--- config.mk ---
export PLATFORM = sky130hd
export DESIGN_NAME = i2c_byte_engine
export DESIGN_NICKNAME = d
export VERILOG_FILES = /design/src/rtl/i2c_eng_pkg.sv /design/src/rtl/i2c_baud_tick.sv /design/src/rtl/i2c_bit_seq.sv /design/src/rtl/i2c_byte_engine.sv
export SDC_FILE = /design/constraint.sdc
export NUM_CORES = 1
export LEC_CHECK = 0
export CAP_MARGIN = 10
export CORE_ASPECT_RATIO = 1.75
export CORE_MARGIN = 3
export CORE_UTILIZATION = 30
export CTS_BUF_LIST = sky130_fd_sc_hd__clkbuf_4
export DETAILED_ROUTE_END_ITERATION = 16
export GPL_ROUTABILITY_DRIVEN = 0
export GPL_TIMING_DRIVEN = 0
export SLEW_MARGIN = 0
export SYNTH_ARGS = -nofsm -noshare
export SYNTH_HDL_FRONTEND = slang
export SYNTH_SLANG_ARGS = --single-unit
--- constraint.sdc ---
create_clock -name clk -period 4.7 [get_ports clk]
set_input_delay 1.175 -clock clk [delete_from_list [all_inputs] [get_ports clk]]
set_output_delay 1.175 -clock clk [all_outputs]
set_load 0.01 [all_outputs]
--- src/rtl/i2c_eng_pkg.sv ---
package i2c_eng_pkg;

    typedef enum logic [1:0] {
        ST_IDLE = 2'd0,
        ST_TX   = 2'd1,
        ST_RX   = 2'd2
    } seq_state_e;

endpackage

--- src/rtl/i2c_baud_tick.sv ---
module i2c_baud_tick #(
    parameter int unsigned CNT_W = 8
) (
    input  logic             clk,
    input  logic             rst,
    input  logic             run,
    input  logic [CNT_W-1:0] reload,
    output logic             tick
);

    logic [CNT_W-1:0] cnt_d, cnt_q;
    logic [CNT_W-1:0] limit;

    always_comb begin
        limit = (reload == '0) ? CNT_W'(1) : reload;
        tick  = run && (cnt_q >= limit - CNT_W'(1));
        if (!run || tick) begin
            cnt_d = '0;
        end else begin
            cnt_d = cnt_q + CNT_W'(1);
        end
    end

    always_ff @(posedge clk) begin
        if (rst) begin
            cnt_q <= '0;
        end else begin
            cnt_q <= cnt_d;
        end
    end

    // an idle counter always restarts a phase from zero
    a_r3_idle_zero: assert property (@(posedge clk) disable iff (rst)
        !run |=> (cnt_q == '0));

endmodule

--- src/rtl/i2c_bit_seq.sv ---
module i2c_bit_seq
    import i2c_eng_pkg::*;
#(
    parameter int unsigned BYTE_W = 8
) (
    input  logic              clk,
    input  logic              rst,
    input  logic              tick,
    input  logic              start_tx,
    input  logic              start_rx,
    input  logic [BYTE_W-1:0] tx_byte,
    input  logic              sda_in,
    output logic              busy,
    output logic              tx_mode,
    output logic              rx_mode,
    output logic              scl_lo,
    output logic              sda_lo,
    output logic              tx_release,
    output logic              tx_done,
    output logic              rx_done,
    output logic [BYTE_W-1:0] rx_byte
);

    localparam int unsigned IDX_W = $clog2(BYTE_W + 1);
    localparam logic [IDX_W-1:0] LAST_IDX = IDX_W'(BYTE_W - 1);
    localparam logic [IDX_W-1:0] ACK_IDX  = IDX_W'(BYTE_W);

    typedef struct packed {
        seq_state_e        st;
        logic              scl_lo;
        logic              sda_lo;
        logic [IDX_W-1:0]  idx;
        logic [BYTE_W-1:0] sh;
    } seq_regs_t;

    seq_regs_t q, d;

    always_comb begin
        d          = q;
        tx_release = 1'b0;
        tx_done    = 1'b0;
        rx_done    = 1'b0;
        unique case (q.st)
            ST_IDLE: begin
                if (start_tx) begin
                    d.st     = ST_TX;
                    d.scl_lo = 1'b1;
                    d.sda_lo = ~tx_byte[BYTE_W-1];
                    d.sh     = tx_byte;
                    d.idx    = '0;
                end else if (start_rx) begin
                    d.st     = ST_RX;
                    d.scl_lo = 1'b1;
                    d.sda_lo = 1'b0;
                    d.sh     = '0;
                    d.idx    = '0;
                end
            end
            ST_TX: begin
                if (tick) begin
                    if (q.scl_lo) begin
                        d.scl_lo = 1'b0;
                    end else begin
                        d.scl_lo = 1'b1;
                        if (q.idx < LAST_IDX) begin
                            d.idx    = q.idx + 1'b1;
                            d.sh     = {q.sh[BYTE_W-2:0], 1'b0};
                            d.sda_lo = ~q.sh[BYTE_W-2];
                        end else if (q.idx == LAST_IDX) begin
                            d.idx      = ACK_IDX;
                            d.sda_lo   = 1'b0;
                            tx_release = 1'b1;
                        end else begin
                            d.st    = ST_IDLE;
                            tx_done = 1'b1;
                        end
                    end
                end
            end
            ST_RX: begin
                if (tick) begin
                    if (q.scl_lo) begin
                        d.scl_lo = 1'b0;
                    end else begin
                        d.scl_lo = 1'b1;
                        d.sh     = {q.sh[BYTE_W-2:0], sda_in};
                        if (q.idx == LAST_IDX) begin
                            d.st    = ST_IDLE;
                            rx_done = 1'b1;
                        end else begin
                            d.idx = q.idx + 1'b1;
                        end
                    end
                end
            end
            default: d.st = ST_IDLE;
        endcase
    end

    always_ff @(posedge clk) begin
        if (rst) begin
            q <= '{st: ST_IDLE, scl_lo: 1'b0, sda_lo: 1'b0, idx: '0, sh: '0};
        end else begin
            q <= d;
        end
    end

    assign busy    = (q.st != ST_IDLE);
    assign tx_mode = (q.st == ST_TX);
    assign rx_mode = (q.st == ST_RX);
    assign scl_lo  = q.scl_lo;
    assign sda_lo  = q.sda_lo;
    assign rx_byte = {q.sh[BYTE_W-2:0], sda_in};

    // SCL moves during a transfer only on a baud rollover
    a_r3_scl_on_tick: assert property (@(posedge clk) disable iff (rst)
        (busy && !tick) |=> $stable(scl_lo));

    // SDA is frozen while SCL is released
    a_r4_sda_hold: assert property (@(posedge clk) disable iff (rst)
        !scl_lo |=> (scl_lo || $stable(sda_lo)));

    // the line is freed for the target after the last data bit
    a_r5_release: assert property (@(posedge clk) disable iff (rst)
        tx_release |=> (!sda_lo && scl_lo));

    // an idle engine never pulls SDA
    a_r6_idle_sda: assert property (@(posedge clk) disable iff (rst)
        !busy |-> !sda_lo);

    // completion parks SCL low
    a_r6_park_low: assert property (@(posedge clk) disable iff (rst)
        (tx_done || rx_done) |=> (scl_lo && !busy));

endmodule

--- src/rtl/i2c_byte_engine.sv ---
module i2c_byte_engine
    import i2c_eng_pkg::*;
#(
    parameter int unsigned BYTE_W = 8,
    parameter int unsigned BAUD_W = 8
) (
    input  logic              clk,
    input  logic              rst,
    input  logic [BAUD_W-1:0] baud_reload,
    input  logic              wr_en,
    input  logic [BYTE_W-1:0] wr_data,
    input  logic              rd_en,
    input  logic              rcv_go,
    input  logic              clr_wcol,
    input  logic              clr_ovf,
    input  logic              clr_irq,
    output logic [BYTE_W-1:0] rd_data,
    output logic              buf_full,
    output logic              wcol,
    output logic              ovf,
    output logic              ack_nack,
    output logic              irq,
    output logic              rx_active,
    output logic              scl_lo,
    output logic              sda_lo,
    input  logic              sda_in
);

    typedef struct packed {
        logic [BYTE_W-1:0] buf_byte;
        logic              full;
        logic              wcol;
        logic              ovf;
        logic              ack;
        logic              irq;
    } eng_regs_t;

    eng_regs_t q, d;

    logic              tick;
    logic              busy, tx_mode, rx_mode;
    logic              start_tx, start_rx;
    logic              tx_release, tx_done, rx_done;
    logic [BYTE_W-1:0] rx_byte;

    assign start_tx = wr_en && !busy;
    assign start_rx = rcv_go && !busy && !wr_en;

    i2c_baud_tick #(.CNT_W(BAUD_W)) u_baud (
        .clk    (clk),
        .rst    (rst),
        .run    (busy),
        .reload (baud_reload),
        .tick   (tick)
    );

    i2c_bit_seq #(.BYTE_W(BYTE_W)) u_seq (
        .clk        (clk),
        .rst        (rst),
        .tick       (tick),
        .start_tx   (start_tx),
        .start_rx   (start_rx),
        .tx_byte    (wr_data),
        .sda_in     (sda_in),
        .busy       (busy),
        .tx_mode    (tx_mode),
        .rx_mode    (rx_mode),
        .scl_lo     (scl_lo),
        .sda_lo     (sda_lo),
        .tx_release (tx_release),
        .tx_done    (tx_done),
        .rx_done    (rx_done),
        .rx_byte    (rx_byte)
    );

    always_comb begin
        d = q;
        if (clr_wcol) d.wcol = 1'b0;
        if (clr_ovf)  d.ovf  = 1'b0;
        if (clr_irq)  d.irq  = 1'b0;
        if (rd_en && !tx_mode) d.full = 1'b0;
        if (start_tx) begin
            d.buf_byte = wr_data;
            d.full     = 1'b1;
        end
        if (wr_en && busy) d.wcol = 1'b1;
        if (tx_release) d.full = 1'b0;
        if (tx_done) begin
            d.ack = sda_in;
            d.irq = 1'b1;
        end
        if (rx_done) begin
            if (d.full) begin
                d.ovf = 1'b1;
            end else begin
                d.buf_byte = rx_byte;
            end
            d.full = 1'b1;
            d.irq  = 1'b1;
        end
    end

    always_ff @(posedge clk) begin
        if (rst) begin
            q <= '{buf_byte: '0, full: 1'b0, wcol: 1'b0, ovf: 1'b0, ack: 1'b0, irq: 1'b0};
        end else begin
            q <= d;
        end
    end

    assign rd_data   = q.buf_byte;
    assign buf_full  = q.full;
    assign wcol      = q.wcol;
    assign ovf       = q.ovf;
    assign ack_nack  = q.ack;
    assign irq       = q.irq;
    assign rx_active = rx_mode;

    // a write during a transfer flags a collision and keeps the buffer
    a_r11_collision: assert property (@(posedge clk) disable iff (rst)
        (wr_en && busy && !rx_done) |=> (wcol && $stable(rd_data)));

    // a byte finishing on a full buffer raises overflow and keeps the old byte
    a_r10_overflow: assert property (@(posedge clk) disable iff (rst)
        (rx_done && buf_full && !rd_en) |=> (ovf && $stable(rd_data)));

    // interrupt is sticky
    a_r12_irq_sticky: assert property (@(posedge clk) disable iff (rst)
        (irq && !clr_irq) |=> irq);

    // receive command during a transmit does not start a receive
    a_r7_rx_ignored: assert property (@(posedge clk) disable iff (rst)
        (rcv_go && tx_mode) |=> !rx_active);

    // an accepted write starts a transmit with buffer full
    a_r2_start: assert property (@(posedge clk) disable iff (rst)
        start_tx |=> (buf_full && scl_lo && !rx_active));

endmodule

==> results.txt <==
----------------------------------------------------
[Run status]
  Status ... finished clean

[Floorplanning]
  Total Die Area ... 8073 sq um
  Die Wd ... 69.22 um
  IO Pins ... between 40 and 50
  Die Y-Extent ... 116.6 um
  Number of rows created at floorplan ... 39
  Core area ... 6636 sq um
  Starting density of the core ... 31.62%

[Route]
  Routed len/inst ... 14.96 um
  Via-per-instance ratio ... 5.256
  Number of nets still failing antenna checks after routing ... 0
  Vias ... 2,055
  Count of routing violations after the opening detailed-route iteration ... 52
  Pre-antenna DRT Iters ... 4
  DRC violations left ... 0
  Drt total wl ... 5.851 mm

[Timing]
  Final Cycle Share ... 96.64%
  Actual slew at the worst max-slew pin ... just over 0.7 ns
  Hold Vio Cnt, Final ... 0
  Minimum clock period after layout ... 4.542 ns
  Max-slew violation total from the final report ... 0
  Worst clock skew ... 0.008203 ns
  Slew headroom ... roughly 53%
  Number of setup violations in the final report ... 0
  Max Freq ... 220.2 MHz

[Synthesis]
  Share of the synthesized area in the top cell type ... 34.35%
  Dominant cell type by area after synthesis ... sky130_fd_sc_hd__dfxtp_1
  Async set-or-reset flop fraction in the synthesized netlist ... 0%
  Cell count after synthesis ... 252
  Part of the Yosys area used for sequential elements ... 34.35%
  Syn_area_per_cell ... 8.326 sq um
  Post-Synthesis Net Count ... 292
  Netlist Area Pre-Place ... about 2100 sq um
  Number of distinct library cell variants in the gate-level netlist after synthesis ... 43
  Primary FF master, synth ... sky130_fd_sc_hd__dfxtp_1
  Number of enable-type register cells in the synthesized netlist ... 0
  Seq cells post-synth ... 36
  Leading cell types by total area after synthesis ... sky130_fd_sc_hd__dfxtp_1, sky130_fd_sc_hd__ha_1, sky130_fd_sc_hd__nor2_1
  Number of warnings issued by yosys ... 0

[Clock network]
  Number of buffers between clock root and the deepest sink ... 2
  Hold-fix buffer count after cts ... 0
  Clock tree from TritonCTS ... done
  Cts bufs inserted ... 5
  Sinks on the clock net ... 36
  Clk_lat worst skew ... 0.35 ns
  H-Tree Depth ... 2
  Clk Tree Root Cell ... sky130_fd_sc_hd__clkbuf_4
  Clock-pin transition on the worst setup and hold timing paths ... 0.11 ns

[Run]
  # Max-Cap Violations ... 0

[Setup path]
  Worst setup path endpoint ... u_seq.rx_byte[3]
  Critical path class ... primary input to register
  Reg-to-reg critical path startpoint ... u_baud.cnt_q[0]
  Endpoint kind of the worst setup timing path ... register
  Cell depth of the worst flop-to-flop path ... 10
  Crit path required time ... about 5 ns
  CP Data Arrival Time ... around 4.8 ns
  Worst-path fanout max ... 3
  Worst r2r dst ... u_seq.rx_byte[3]
  Worst R2R Setup Slack ... between 2 and 2.5 ns
  Start point of the critical path ... baud_reload[4]
  Sort of element at the start of the critical path ... primary input

[Place]
  Detailed placement HPWL ... 4.249 mm
  Number of input and output port buffers inserted ... 40
  Cell total after placement ... 374

[Pwr]
  Maximum resistive drop on vdd ... 0.1527 mV
  Static Leak ... 1.051 nW
  Power density over cell area ... 303.9 nW/um^2

[Layout]
  Top library cells by usage in the layout, fill and taps aside ... sky130_fd_sc_hd__clkdlybuf4s50_1, sky130_fd_sc_hd__dfxtp_1, sky130_fd_sc_hd__nor2_1
  Post-Layout Cell Count ... 391
  Commonest non-fill, non-tap cell in the layout ... sky130_fd_sc_hd__clkdlybuf4s50_1
  # diodes ... 0
  Final core utilization ... 42.70%
  Layout cells sized above 1 ... ~14%
  Nets@finish ... approximately 350
  Synth-to-Final Area Change ... 35.06%

[Min path]
  Min-Delay Path Class ... register to register
  Worst hold path startpoint ... wcol

[GRT]
  Vias in the first global route ... 2,112
  Gr usage total ... 15.25%
  Residual overflow from global routing ... 0
  First-pass GRT wire length ... 9.887 mm
  Largest net degree at the start of global routing ... 11
  Number of antenna violations at the first check in global routing ... 0

----------------------------------------------------
registers in the layout, summed over array words and instances, names as in the netlist:
name           cells
rd_data            8
u_baud.cnt_q       8
u_seq.rx_byte      7
u_seq.q            6
ack_nack           1
buf_full           1
irq                1
ovf                1
u_seq.scl_lo       1
u_seq.sda_lo       1
wcol               1
area by class of cell:
cell class	instances	area, sq um
Fill cell	713	3802
Inverter	14	52.55
Timing Repair Buffer	49	462.9
Tap cell	82	102.6
Sequential cell	36	720.7
Multi-Input combinational cell	191	1386
Buffer	11	52.55
Clock buffer	7	52.55
Clock inverter	1	3.754
cell usage after synthesis, drive strengths merged, types with 6 or more instances:
cell type  instances
nor2              34
ha                15
dfxtp             36
nand3              9
a211oi             8
o21ai              8
clkbuf             7
a221oi             6
inv               14
nand2             21
xor2               6
a21oi             13
nor2b              7
a311oi             8
worst max-delay path: stages:
cell	delay [ns]
sky130_fd_sc_hd__clkdlybuf4s50_1	0.44
sky130_fd_sc_hd__or3_4	0.35
sky130_fd_sc_hd__or4_4	0.43
sky130_fd_sc_hd__nor2_2	0.14
sky130_fd_sc_hd__nor2_1	0.08
sky130_fd_sc_hd__ha_2	0.20
sky130_fd_sc_hd__nor3b_1	0.15
sky130_fd_sc_hd__xnor2_1	0.13
sky130_fd_sc_hd__ha_1	0.29
sky130_fd_sc_hd__nand4_1	0.14
sky130_fd_sc_hd__a21o_1	0.23
sky130_fd_sc_hd__a2111oi_2	0.41
sky130_fd_sc_hd__o21ai_2	0.12
sky130_fd_sc_hd__buf_4	0.16
sky130_fd_sc_hd__a221oi_1	0.23
sky130_fd_sc_hd__a211oi_1	0.09
logic make-up (layout without fill, tap and decap cells):
group	after synthesis	in the layout	share of synthesized area, %
buffers and inverters	25	82	4.770
DFF	36	36	34.35
muxes	4	4	1.908
and+or+nand+nor	96	96	21.83
AOI/OAI and AO/OA	65	65	23.61
xor gates and xnor gates	11	11	4.591
adders and majority gates	15	15	8.945
worst min path at each step:
stage	end	slack [ns]	depth (start not counted)
6_report	wcol	0.48	2
2_1_floorplan	u_seq.rx_byte[2]	0.45	2
4_1_cts	wcol	0.49	2
5_1_grt	u_seq.rx_byte[6]	0.51	2
3_3_place_gp	u_seq.rx_byte[3]	0.46	2
3_5_place_dp	wcol	0.47	2
stage by stage:
stage                      TNS, ns  setup WS, ns  total power, mW  hold WS, ns  instance area [sq um]
final                            0        0.1581           0.8614       0.4756                   2834
after detailed placement    -13.06       -0.6399           0.6516       0.4688                   2601
after floorplan                  0        0.2373           0.5464       0.4472                   2098
after global placement      -12.24       -0.6287           0.6486       0.4618                   2601
after global routing      -0.07854      -0.04038           0.9154       0.5070                   2834
after CTS                        0       0.08086           0.8533       0.4856                   2740
report_power, final:
group / total [mW] / internal [mW] / switching [mW]
clock: 0.174 / 0.0691 / 0.104
sequential: 0.365 / 0.338 / 0.0269
combinational: 0.323 / 0.151 / 0.172
per-layer routing:
layer	GRT usage (%)	up-vias	part of all wire (%)
met2	29.59	47	54
met3	2.756	10	3.3
li1	-	1025	-
met5	0	-	0
met4	7.823	0	2.3
met1	15.36	973	40
repair_timing:
action,CTS,global route
resized for setup,12,16
pin swaps,6,4
cloned,1,0
buffers inserted,6,2
endpoints found under the setup margin,21,21
No activity file was read; power rests on OpenSTA's default activity.
